### config.mk
export PLATFORM = sky130hd
export DESIGN_NAME = ucode_seq
export DESIGN_NICKNAME = d
export VERILOG_FILES = /design/src/rtl/ucode_seq_pkg.sv /design/src/rtl/ucode_seq_pc.sv /design/src/rtl/ucode_seq_rep.sv /design/src/rtl/ucode_seq_ldcnt.sv /design/src/rtl/ucode_seq.sv
export SDC_FILE = /design/constraint.sdc
export NUM_CORES = 1
export LEC_CHECK = 0
export ABC_AREA = 1
export BUFFER_PORTS_ARGS = -buffer_cell sky130_fd_sc_hd__buf_2
export CAP_MARGIN = 20
export CORE_ASPECT_RATIO = 1.2
export CORE_MARGIN = 2
export CORE_UTILIZATION = 56
export DETAILED_ROUTE_END_ITERATION = 10
export GPL_TIMING_DRIVEN = 1
export PLACE_DENSITY = 0.83
export SYNTH_ARGS = -nofsm -noshare
export SYNTH_HDL_FRONTEND = slang
export SYNTH_SLANG_ARGS = --single-unit
### constraint.sdc
create_clock -name clk -period 3.4 [get_ports clk]
set_input_delay 0.34 -clock clk [delete_from_list [all_inputs] [get_ports clk]]
set_output_delay 0.34 -clock clk [all_outputs]
set_load 0.01 [all_outputs]
### src/rtl/ucode_seq_pkg.sv
package ucode_seq_pkg;
  localparam int DEF_ROM_AW     = 10;
  localparam int DEF_CTRL_W     = 11;
  localparam int DEF_RF_AW      = 6;
  localparam int DEF_CNT_W      = 6;
  localparam int DEF_LOAD_WORDS = 6;

  typedef enum logic [1:0] {
    SQ_IDLE = 2'd0,
    SQ_LOAD = 2'd1,
    SQ_EXEC = 2'd2
  } sq_state_t;
endpackage

### src/rtl/ucode_seq_pc.sv
module ucode_seq_pc #(
  parameter int AW = 10
) (
  input  logic          clk,
  input  logic          rst,
  input  logic          adv,
  input  logic          clr,
  output logic [AW-1:0] pc_q,
  output logic [AW-1:0] pc_nxt
);
  localparam logic [AW-1:0] STEP = 1;

  // Next address goes straight to the synchronous ROM, so the ROM data
  // always corresponds to pc_q after every edge.
  always_comb begin
    if (rst || clr)   pc_nxt = '0;
    else if (adv)     pc_nxt = pc_q + STEP;
    else              pc_nxt = pc_q;
  end

  always_ff @(posedge clk) begin
    pc_q <= pc_nxt;
  end

  AST_PC_STEP: assert property (@(posedge clk) disable iff (rst)
    (adv && !clr) |=> (pc_q == $past(pc_q) + STEP));
  AST_PC_REWIND: assert property (@(posedge clk) disable iff (rst)
    clr |=> (pc_q == '0));
endmodule

### src/rtl/ucode_seq_rep.sv
module ucode_seq_rep #(
  parameter int CW = 6
) (
  input  logic          clk,
  input  logic          rst,
  input  logic          load,
  input  logic [CW-1:0] load_val,
  output logic          zero
);
  localparam logic [CW-1:0] ONE = 1;
  logic [CW-1:0] rep_q;

  always_ff @(posedge clk) begin
    if (rst)               rep_q <= '0;
    else if (load)         rep_q <= load_val;
    else if (rep_q != '0)  rep_q <= rep_q - ONE;
  end

  assign zero = (rep_q == '0);

  AST_REP_LOAD: assert property (@(posedge clk) disable iff (rst)
    load |=> (rep_q == $past(load_val)));
  AST_REP_DEC: assert property (@(posedge clk) disable iff (rst)
    (!load && !zero) |=> (rep_q == $past(rep_q) - ONE));
endmodule

### src/rtl/ucode_seq_ldcnt.sv
module ucode_seq_ldcnt #(
  parameter int AW    = 6,
  parameter int WORDS = 6
) (
  input  logic          clk,
  input  logic          rst,
  input  logic          clr,
  input  logic          en,
  output logic [AW-1:0] idx,
  output logic          last
);
  localparam logic [AW-1:0] ONE      = 1;
  localparam logic [AW-1:0] LAST_IDX = AW'(WORDS - 1);

  always_ff @(posedge clk) begin
    if (rst || clr)        idx <= '0;
    else if (en && !last)  idx <= idx + ONE;
  end

  assign last = (idx == LAST_IDX);

  AST_LD_STEP: assert property (@(posedge clk) disable iff (rst)
    (en && !last && !clr) |=> (idx == $past(idx) + ONE));
endmodule

### src/rtl/ucode_seq.sv
module ucode_seq
  import ucode_seq_pkg::*;
#(
  parameter int ROM_AW     = DEF_ROM_AW,
  parameter int CTRL_W     = DEF_CTRL_W,
  parameter int RF_AW      = DEF_RF_AW,
  parameter int CNT_W      = DEF_CNT_W,
  parameter int LOAD_WORDS = DEF_LOAD_WORDS,
  localparam int INSTR_W   = CTRL_W + 2 * (RF_AW + 1) + CNT_W
) (
  input  logic               clk,
  input  logic               rst,
  input  logic               start_i,
  output logic               done_o,
  output logic [ROM_AW-1:0]  rom_addr_o,
  input  logic [INSTR_W-1:0] rom_data_i,
  output logic               ld_sel_o,
  output logic [RF_AW-1:0]   a_addr_o,
  output logic               a_wen_o,
  output logic [RF_AW-1:0]   b_addr_o,
  output logic               b_wen_o,
  output logic [CTRL_W-1:0]  pe_ctrl_o
);
  // Field placement inside a microword (count at the bottom, control at the top)
  localparam int CNT_LSB  = 0;
  localparam int BA_LSB   = CNT_LSB + CNT_W;
  localparam int BW_BIT   = BA_LSB + RF_AW;
  localparam int AA_LSB   = BW_BIT + 1;
  localparam int AW_BIT   = AA_LSB + RF_AW;
  localparam int CTRL_LSB = AW_BIT + 1;
  localparam logic [RF_AW-1:0] ONE_A = 1;

  sq_state_t state;

  logic [CNT_W-1:0]  f_cnt;
  logic [RF_AW-1:0]  f_a_addr, f_b_addr;
  logic              f_a_wen, f_b_wen;
  logic [CTRL_W-1:0] f_ctrl;
  logic              is_end, issue, finish;
  logic              rep_zero, ld_last;
  logic [RF_AW-1:0]  ld_idx;
  logic [ROM_AW-1:0] pc_q;

  assign f_cnt    = rom_data_i[CNT_LSB +: CNT_W];
  assign f_b_addr = rom_data_i[BA_LSB +: RF_AW];
  assign f_b_wen  = rom_data_i[BW_BIT];
  assign f_a_addr = rom_data_i[AA_LSB +: RF_AW];
  assign f_a_wen  = rom_data_i[AW_BIT];
  assign f_ctrl   = rom_data_i[CTRL_LSB +: CTRL_W];

  assign is_end = &f_cnt;
  assign issue  = ((state == SQ_LOAD) && ld_last) || ((state == SQ_EXEC) && rep_zero);
  assign finish = issue && is_end;

  ucode_seq_pc #(.AW(ROM_AW)) u_pc (
    .clk    (clk),
    .rst    (rst),
    .adv    (issue && !is_end),
    .clr    (finish),
    .pc_q   (pc_q),
    .pc_nxt (rom_addr_o)
  );

  ucode_seq_rep #(.CW(CNT_W)) u_rep (
    .clk      (clk),
    .rst      (rst),
    .load     (issue && !is_end),
    .load_val (f_cnt),
    .zero     (rep_zero)
  );

  ucode_seq_ldcnt #(.AW(RF_AW), .WORDS(LOAD_WORDS)) u_ld (
    .clk  (clk),
    .rst  (rst),
    .clr  (state == SQ_IDLE),
    .en   (state == SQ_LOAD),
    .idx  (ld_idx),
    .last (ld_last)
  );

  always_ff @(posedge clk) begin
    if (rst) begin
      state     <= SQ_IDLE;
      done_o    <= 1'b0;
      ld_sel_o  <= 1'b0;
      a_addr_o  <= '0;
      a_wen_o   <= 1'b0;
      b_addr_o  <= '0;
      b_wen_o   <= 1'b0;
      pe_ctrl_o <= '0;
    end else begin
      done_o <= 1'b0;
      case (state)
        SQ_IDLE: begin
          if (start_i) begin
            state     <= SQ_LOAD;
            ld_sel_o  <= 1'b1;
            a_wen_o   <= 1'b1;
            a_addr_o  <= '0;
            b_wen_o   <= 1'b0;
            b_addr_o  <= '0;
            pe_ctrl_o <= '0;
          end
        end
        SQ_LOAD: begin
          if (!ld_last) a_addr_o <= ld_idx + ONE_A;
        end
        default: ;
      endcase

      if (issue) begin
        ld_sel_o <= 1'b0;
        if (is_end) begin
          state     <= SQ_IDLE;
          done_o    <= 1'b1;
          a_addr_o  <= '0;
          a_wen_o   <= 1'b0;
          b_addr_o  <= '0;
          b_wen_o   <= 1'b0;
          pe_ctrl_o <= '0;
        end else begin
          state     <= SQ_EXEC;
          a_addr_o  <= f_a_addr;
          a_wen_o   <= f_a_wen;
          b_addr_o  <= f_b_addr;
          b_wen_o   <= f_b_wen;
          pe_ctrl_o <= f_ctrl;
        end
      end
    end
  end

  AST_DONE_ONE: assert property (@(posedge clk) disable iff (rst)
    done_o |=> !done_o);
  AST_DONE_QUIET: assert property (@(posedge clk) disable iff (rst)
    done_o |-> (!a_wen_o && !b_wen_o && !ld_sel_o && pe_ctrl_o == '0));
  AST_LOAD_NEXT: assert property (@(posedge clk) disable iff (rst)
    (state == SQ_LOAD && !ld_last) |=>
      (ld_sel_o && a_wen_o && !b_wen_o && a_addr_o == $past(a_addr_o) + ONE_A));
  AST_REPEAT_HOLD: assert property (@(posedge clk) disable iff (rst)
    (state == SQ_EXEC && !rep_zero) |=>
      ($stable(pe_ctrl_o) && $stable(a_addr_o) && $stable(b_addr_o) &&
       $stable(a_wen_o) && $stable(b_wen_o)));
  AST_START_IGNORED: assert property (@(posedge clk) disable iff (rst)
    (state == SQ_EXEC && start_i && !issue) |=> (state == SQ_EXEC));
  AST_FIRST_FETCH: assert property (@(posedge clk) disable iff (rst)
    (state == SQ_LOAD) |-> (pc_q == '0));
endmodule

## Word-level counts from Yosys, hierarchy flattened

Index checks and enable logic that the tools add are counted.

- Bitwise logic cells: 1
- Reductions and logical operators: 23
- Eq/ne operators: 5
- Multiplexer cells: 29
- Add/subtract/negate cells: 3

Operator list:

| operator | count |
|---|---|
| 6-bit two-way mux | 9 |
| 11-bit two-way mux | 4 |
| 10-bit two-way mux | 2 |
| 6-bit one-hot mux with 2 select lines | 1 |
| 10-bit by 1-bit adder with 10-bit output, second input constant | 1 |
| 1-bit two-way mux | 9 |
| 2-bit two-way mux | 4 |
| 6-bit by 1-bit adder with 6-bit output, second input constant | 1 |
| 6-bit by 3-bit equality test with 1-bit output, second input constant | 1 |
| 6-bit logical NOT | 1 |
| 3-bit inequality test, second input constant | 2 |
| 6-bit AND reduction | 1 |
| 2-bit nonzero test | 3 |
| 6-bit nonzero test | 1 |
| 6-bit by 1-bit subtractor with 6-bit output, second input constant | 1 |
| 1-bit logical AND | 5 |
| 2-bit AND reduction | 2 |
| 2-bit OR reduction | 2 |
| 1-bit logical OR | 3 |
| 3-bit AND reduction | 1 |
| 3-bit nonzero test | 1 |
| 2-bit by 1-bit equality test with 1-bit output, second input constant | 1 |
| 2-bit equality test, second input constant | 1 |
| 1-bit logical NOT | 2 |
| 2 further kinds | 2 |

- Bits of input ports: 34
- Register bits: 51

## Depth between registers and ports, before layout

Gate-level depths: netlist of the first run.

- Depth after elaboration: 6
- Depth in mapped cells: 11

## Cells and area by module

A second synthesis of the first run with hierarchy kept.

- Cells, all modules: 365
- Area total of the unflattened synthesis: 2575.0 um^2

Modules (own cells, without submodules):

| module | sequential area each (um^2) | area an instance (um^2) | times used | cells each |
|---|---|---|---|---|
| ucode_seq | 580.6 | 1295.0 | 1 | 179 |
| ucode_seq_pc | 200.2 | 490.5 | 1 | 68 |
| ucode_seq_rep | 120.1 | 402.9 | 1 | 61 |
| ucode_seq_ldcnt | 120.1 | 386.6 | 1 | 57 |

## Least setup slack after synthesis of the first run

Ideal clock, no wire load.

- Path type: reg2out
- Start: register u_ld.idx[1]
- End: output rom_addr_o[0]
- Path buffers: 1
- Cell stages (with the launch flop): 11
- Path slack: 1.585 ns
- Data arrival time: 1.475 ns
- Data required time: 3.060 ns
- Path through: dfxtp_1 -> inv_1 -> ha_1 -> nand3_1 -> nor2_2 -> nand2_2 -> nand2_4 -> buf_8 -> nand2_1 -> nand2_2 -> nor3_1

- Cells in the longest elaborated chain, start to end: 6
- Elaborated cells on any way between the ends: 8
- Those cells by class: eq/ne: 1; mux: 2; reduce/logical: 5

Ends and longest elaborated chain:

| what | line | source |
|---|---|---|
| from (decl) | ucode_seq_ldcnt.sv:9 | `output logic [AW-1:0] idx,` |
| from (signal assigned) | ucode_seq_ldcnt.sv:17 | `else if (en && !last) idx <= idx + ONE;` |
| 6-bit by 3-bit equality test with 1-bit output * | ucode_seq_ldcnt.sv:20 | `assign last = (idx == LAST_IDX);` |
| 1-bit logical AND * | ucode_seq.sv:52 | `assign issue = ((state == SQ_LOAD) && ld_last) \|\| ((state == SQ_EXEC) && rep_zero);` |
| 1-bit logical OR * | ucode_seq.sv:52 |  |
| 1-bit logical AND, on equally long branches | ucode_seq.sv:58, ucode_seq.sv:53 |  |
| 10-bit two-way mux / 1-bit logical OR (equally long branches) | ucode_seq_pc.sv:17, ucode_seq_pc.sv:16 |  |
| 10-bit two-way mux * | ucode_seq_pc.sv:16 | `if (rst \|\| clr) pc_nxt = '0;` |
| to (decl) | ucode_seq.sv:15 | `output logic [ROM_AW-1:0] rom_addr_o,` |

Mark *: on every way between the ends. The rest lies on a longest branch, timed or not.

## Final worst setup path of the first run

- Start: register u_ld.idx[1]
- End: output rom_addr_o[2]

Same word-level chain as after synthesis.

==> results.md, run 1 <==
- Predominant post-synthesis flop cell: dfxtp_1
- Die Wd: approximately 66 um
- Max_cap viols: 0
- Achievable clock frequency: 397 MHz
- Die ar.: between 5000 and 6000 um2
- Clk pwr share: 0.274
- Post-cts sizing count: 0
- CTS Hold Bufs: 0
- Fill cell count: 422
- IO Count: 71
- TritonCTS Buffers: 5
- Largest net degree at the start of global routing: 33
- Total GRT Usage: 0.245
- 1st-pass router iterations: 4
- Placed insts: around 490
- P&R area growth vs syn: 16.9%
- Synth top area cells: dfxtp_1 39%, nand2_1 15%, nor2_1 7.1%, nand3_1 6.4%, a21oi_1 5.0%
- Count leader, synth: nand2_1
- Data required time of the worst path: roughly 3100 ps
- Post-route ant nets: 0
- RSZ-0062 raised after global routing: false
- Syn_nets: around 410
- Syn Inst Count: between 300 and 400
- Longest Clk Path Bufs: 2
- Yosys top cell by area: dfxtp_1
- Routed WL per cell: 11.9 um
- 1st-iter DRT viols: 155
- Average size of a mapped cell: between 7 and 8 um2
- Post-synth EDFFs: 0
- Synth unique cells: 26
- Max-slew violations: 0
- Clock skew: 8.67 ps
- Non-Filler Instances: 494
- Final setup vio count: 0
- Clock transition at the registers of the reported paths: about 100 ps
- GRT overflow: 0
- Slew headroom: 0.637
- GPL Wtd Cong: 0.861
- Layout cells sized above 1: 0.259
- Sequential share of power: 0.496
- Antenna violations before repair: 0
- Fin crit period: 2520 ps
- FFs w/ async S/R, synth: 0
- Status: finished, final reports clean
- Post-synth top area share: 0.393
- CTS tree: yes
- Sequential element share of the synthesized area: 0.393
- Leak pwr: 1.43 nW
- Arrival @ worst endpoint: 2180 ps
- CP Launch Type: flip-flop
- Post-layout net count: 474
- DP Worst Slack: 1190 ps
- Logic pwr share: 0.229
- Net switching power: around 0.41 mW
- Hold_ws: around 270 ps
- P per Cell Area: about 440 nW/um2
- CORE AREA: between 4000 and 5000 um2
- Worst-skew pair later-pin latency: 310 ps
- Hold Path Class: primary input to flip-flop
- Hold Fails Final Rpt: 0
- Yosys warning count: 0
- Std-Cell Rows: 27
- CTS Sinks: 51
- Period utilization: 0.741
- Starting density of the core: 0.574
- HPWL Detailed: 4240 um
- Worst-Margin Slew: 545 ps
- Post-CTS Setup Bufs: 0
- First-pass GRT wire length: 10,100 um
- Vias in the first global route: around 2,300
- DR vias: roughly 2,500
- Max VDD drop: ~0.26 mV
- Critical path fanouts, max: 32
- Die H: 78.6 um
- Drc violations: 0
- H-tree depth: 2
- Crit. End Element: primary output
- Finished Core Util: 0.671
- Buffers on Ports: 70
- Cell Area, Synth: ~2600 um2
- Crit path kind: flip-flop to primary output
- Vias per cell: roughly 5.1
- Post-Route WL: 5860 um
- FF+latch count, synth: 51
- Internal: around 0.91 mW
- # diodes: 0
- Most common library cells after synthesis: 103 x nand2_1, 51 x dfxtp_1, 49 x nor2_1, 34 x inv_1, 33 x nand3_1
- Setup TNS: 0 ps
- Final WS setup: 879 ps
- CTS Root Cell: clkbuf_8
- Switch share: 0.314
## critical path: stages (launching register included)
cell	delay (ps)
dfxtp_1	380
inv_1	60
ha_1	170
nand3_1	90
nor2_2	50
nand2_2	80
nand2_4	240
nand2_2	360
nand2_1	100
a21oi_1	180
buf_2	160
## per-layer routing
layer,track usage,wire [um],part of all wire
met5,0,0,0
met3,0.0630,350,0.060
met1,0.300,2520,0.43
met4,0.0776,86,0.015
met2,0.413,2910,0.50
## power groups by stage
stage / combinational, mW / clock [mW] / sequential, mW
floorplan: 0.234 / 0 / 0.667
global placement: 0.299 / 0 / 0.667
detailed placement: 0.303 / 0 / 0.669
CTS: 0.304 / 0.369 / 0.656
global route: 0.357 / 0.388 / 0.661
finish: 0.303 / 0.363 / 0.656
## path summary, 6_finish.rpt
path                  from              to  slack, ps  cells past startpoint
max            u_ld.idx[1]   rom_addr_o[2]        880                     10
min reg2reg   pe_ctrl_o[9]    pe_ctrl_o[9]        470                      2
max reg2reg    u_ld.idx[0]  u_rep.rep_q[2]       1530                      8
min          rom_data_i[8]     b_addr_o[2]        270                      3
## layout make-up
| cell class | instances | area (um2) | share of cell area |
|---|---|---|---|
| Sequential cell | 51 | 1020 | 0.336 |
| Timing Repair Buffer | 71 | 358 | 0.118 |
| Inverter | 38 | 143 | 0.0470 |
| Tap cell | 58 | 72.6 | 0.0239 |
| Clock buffer | 5 | 68.8 | 0.0227 |
| Clock inverter | 3 | 22.5 | 0.00742 |
| Multi-Input combinational cell | 268 | 1350 | 0.445 |
## layout by cell type, fill, tap and decap left out, drive strengths merged
cell,synthesis,final
xnor2,4,4
buf,8,71
inv,38,40
nand2,108,108
nand3,43,43
dfxtp,51,51
xor2,7,7
ha,5,5
clkbuf,4,5
clkinv,0,1
a21oi,36,36
nor2,53,53
nor3,2,2
o21ai,4,4
a22oi,1,1
nand4,5,5
## cells by family (layout without fill, tap and decap cells)
logic type,Yosys count,count (layout),share of synthesized area
AO/OA/AOI/OAI,41,41,0.0959
XOR/XNOR,11,11,0.0371
adder cells (fa/ha/maj),5,5,0.0241
buffers and inverters,50,117,0.0867
flip-flops,51,51,0.393
AND/OR/NAND/NOR,211,211,0.363
## state kept, by name (all words and copies together) (netlist names)
name / flops
a_addr_o: 6
a_wen_o: 1
b_addr_o: 6
b_wen_o: 1
done_o: 1
ld_sel_o: 1
pe_ctrl_o: 11
state: 2
u_ld.idx: 6
u_pc.pc_q: 10
u_rep.rep_q: 6
## metrics by stage
stage                     cell area, um2  power, mW
after floorplan                     2600      0.901
after global placement              2950      0.967
after detailed placement            2950      0.972
after CTS                           3040       1.33
after global routing                3040       1.41
final                               3040       1.32
(Power assumes the default switching activity.)
==> run 2: changes to the inputs <==
--- a/config.mk
+++ b/config.mk
@@ -5,15 +5,15 @@
 export SDC_FILE = /design/constraint.sdc
 export NUM_CORES = 1
 export LEC_CHECK = 0
-export ABC_AREA = 1
+export ABC_AREA = 0
 export BUFFER_PORTS_ARGS = -buffer_cell sky130_fd_sc_hd__buf_2
 export CAP_MARGIN = 20
 export CORE_ASPECT_RATIO = 1.2
 export CORE_MARGIN = 2
-export CORE_UTILIZATION = 56
+export CORE_UTILIZATION = 46
 export DETAILED_ROUTE_END_ITERATION = 10
 export GPL_TIMING_DRIVEN = 1
-export PLACE_DENSITY = 0.83
+export PLACE_DENSITY = 0.74
 export SYNTH_ARGS = -nofsm -noshare
 export SYNTH_HDL_FRONTEND = slang
 export SYNTH_SLANG_ARGS = --single-unit
==> constraint.sdc (replaced) <==
create_clock -name clk -period 2.3 [get_ports clk]
set_input_delay 0.23 -clock clk [delete_from_list [all_inputs] [get_ports clk]]
set_output_delay 0.23 -clock clk [all_outputs]
set_load 0.01 [all_outputs]
==> results.md, run 2 <==
- Status: finished, final reports clean
- Most frequent cells in the layout: 69 x buf_2, 46 x dfxtp_1, 22 x nor2_1, 19 x nand2_1, 18 x a22o_1
- CTS Hold Bufs: 0
- Most common library cells after synthesis: 51 x dfxtp_1, 22 x nor2_1, 19 x nand2_1, 18 x a22o_1, 16 x xnor2_1
- Average size of a mapped cell: between 9 and 10 um2
- Data required time of the worst path: 2070 ps
- Fin crit period: 2270 ps
- GRT overflow: 0
- Syn Inst Count: 241
- Post-route ant nets: 0
- Achievable clock frequency: between 400 and 500 MHz
- HPWL Detailed: about 3700 um
- Final WS setup: 26.5 ps
- Synth top area cells: dfxtp_1 45%, a22o_1 6.9%, xnor2_1 6.1%, nor2_1 3.6%, a211oi_1 3.3%
- Total GRT Usage: 0.208
- Worst hold start: rom_data_i[8]
- Reg2reg path depth: 8
- Count leader, synth: dfxtp_1
- Die ar.: 5550 um2
- Max_cap viols: 0
- CTS tree: yes
- Starting density of the core: 0.469
- Antenna violations before repair: 0
- Die Wd: 68.4 um
- Largest net degree at the start of global routing: 20
- RSZ-0062 raised after global routing: true
- 1st-iter DRT viols: between 100 and 150
- FF+latch count, synth: 51
- Post-synth EDFFs: 0
- Number of flip-flops in the largest register: 11
- Layout cells sized above 1: 0.402
- Critical Path End: rom_addr_o[9]
- Longest Clk Path Bufs: 2
- Drc violations: 0
- Post-synth top area share: 0.447
- Sequential element share of the synthesized area: 0.447
- Worst-Margin Slew: 676 ps
- CTS Sinks: 51
- Buffers on Ports: 70
- Leak pwr: 1.28 nW
- Crit. Startpoint: u_rep.rep_q[0]
- Arrival @ worst endpoint: 2040 ps
- # diodes: 0
- Hold Fails Final Rpt: 0
- Critical path fanouts, max: 7
- 1st-pass router iterations: 4
- Post-layout net count: 366
- Hold Path Class: primary input to flip-flop
- FFs w/ async S/R, synth: 0
- Clock skew: around 7.6 ps
- Yosys warning count: 0
- Cell Area, Synth: 2290 um2
- Register-to-Register Setup Slack: ~420 ps
- GPL Wtd Cong: between 0.8 and 0.9
- Slew headroom: 0.545
- CP Launch Type: flip-flop
- Routed WL per cell: 14.1 um
- H-tree depth: 2
- Final setup vio count: 0
- Finished Core Util: 0.622
- Predominant post-synthesis flop cell: dfxtp_1
- Syn_nets: 280
- TritonCTS Buffers: 5
- First-pass GRT wire length: roughly 8700 um
- Synth unique cells: 44
- Vias per cell: 5.32
- Clock transition at the registers of the reported paths: 100 ps
- Most common cell after layout, fill and taps aside: buf_2
- Crit. End Element: primary output
- Post-Route WL: approximately 5500 um
- Std-Cell Rows: 28
- Critical R2R Launch: u_rep.rep_q[0]
- Max-slew violations: 0
- P&R area growth vs syn: 32.6%
- CORE AREA: 4870 um2
- IO Count: 71
- Crit path kind: flip-flop to primary output
- Max VDD drop: 0.323 mV
- DR vias: 2,065
- Top reg by flops: pe_ctrl_o
- CTS Root Cell: clkbuf_8
- P per Cell Area: 680 nW/um2
- Worst-skew pair later-pin latency: 310 ps
- Yosys top cell by area: dfxtp_1
- Largest registers: pe_ctrl_o (11), u_pc.pc_q (10)
- Reg2Reg Capture Point: pe_ctrl_o[6]
- Die H: 81.2 um
- Vias in the first global route: slightly below 2,000
- DP Worst Slack: a little over 50 ps
- Period utilization: 0.988
## run 2: stage by stage
| step | cell area (um2) | cells | hold slack [ps] | total power, mW | TNS (ps) |
|---|---|---|---|---|---|
| 2_1_floorplan | 2290 | 241 | 356 | 1.30 | 0 |
| 3_3_place_gp | 2700 | 369 | 440 | 1.40 | 0 |
| 3_5_place_dp | 2700 | 369 | 446 | 1.42 | 0 |
| 4_1_cts | 2920 | 382 | 114 | 2.02 | 0 |
| 5_1_grt | 3030 | 388 | 107 | 2.17 | -175 |
| 6_report | 3030 | 388 | 119 | 2.06 | 0 |
## run 2: cells by family after synthesis
logic type | after synthesis | synth area share
simple gates | 81 | 0.189
flops | 51 | 0.447
fa+ha+maj | 5 | 0.0274
compound gates | 60 | 0.207
xor+xnor | 21 | 0.0805
buf+inv | 23 | 0.0493
## run 2: power breakdown
part | leakage, nW | internal (mW) | switching [mW]
logic | 0.820 | 0.250 | 0.268
clock network | 0.0491 | 0.224 | 0.321
registers | 0.416 | 0.942 | 0.0534
## run 2: worst max-delay path: stages (launching register included)
cell and delay (ps):
dfxtp_2 340, inv_2 70, ha_4 140, and4bb_2 270, nand2_4 90, buf_12 160, a2111oi_4 310, xnor2_1 170
nor2_2 50, buf_2 130
## run 2: routing by layer
metal	share of wire	routed length, um	track usage	vias to the layer above
li1	-	-	-	1027
met1	0.40	2170	0.236	981
met2	0.54	2960	0.365	48
met3	0.043	233	0.0485	9
met4	0.019	103	0.0860	0
met5	0	0	0	-
## run 2: cell type report
| class | instances | area, um2 |
|---|---|---|
| Fill cell | 417 | 1840 |
| Inverter | 14 | 52.6 |
| Sequential cell | 51 | 1030 |
| Tap cell | 60 | 75.1 |
| Clock buffer | 5 | 68.8 |
| Timing Repair Buffer | 88 | 512 |
| Multi-Input combinational cell | 167 | 1270 |
| Clock inverter | 3 | 26.3 |
## run 2: worst min-delay path by stage
stage	endpoint	slack (ps)	cells after the start
2_1_floorplan	b_addr_o[0]	360	1
3_3_place_gp	b_addr_o[4]	440	2
3_5_place_dp	b_addr_o[0]	450	2
4_1_cts	b_addr_o[5]	110	2
5_1_grt	b_addr_o[5]	110	2
6_report	b_addr_o[2]	120	2
## run 2: repair_timing
| action | 4_1_cts | 5_1_grt |
|---|---|---|
| pin swaps | 6 | 7 |
| buffers inserted | 5 | 5 |
| endpoints found under the setup margin | 10 | 10 |
| resized for setup | 16 | 14 |
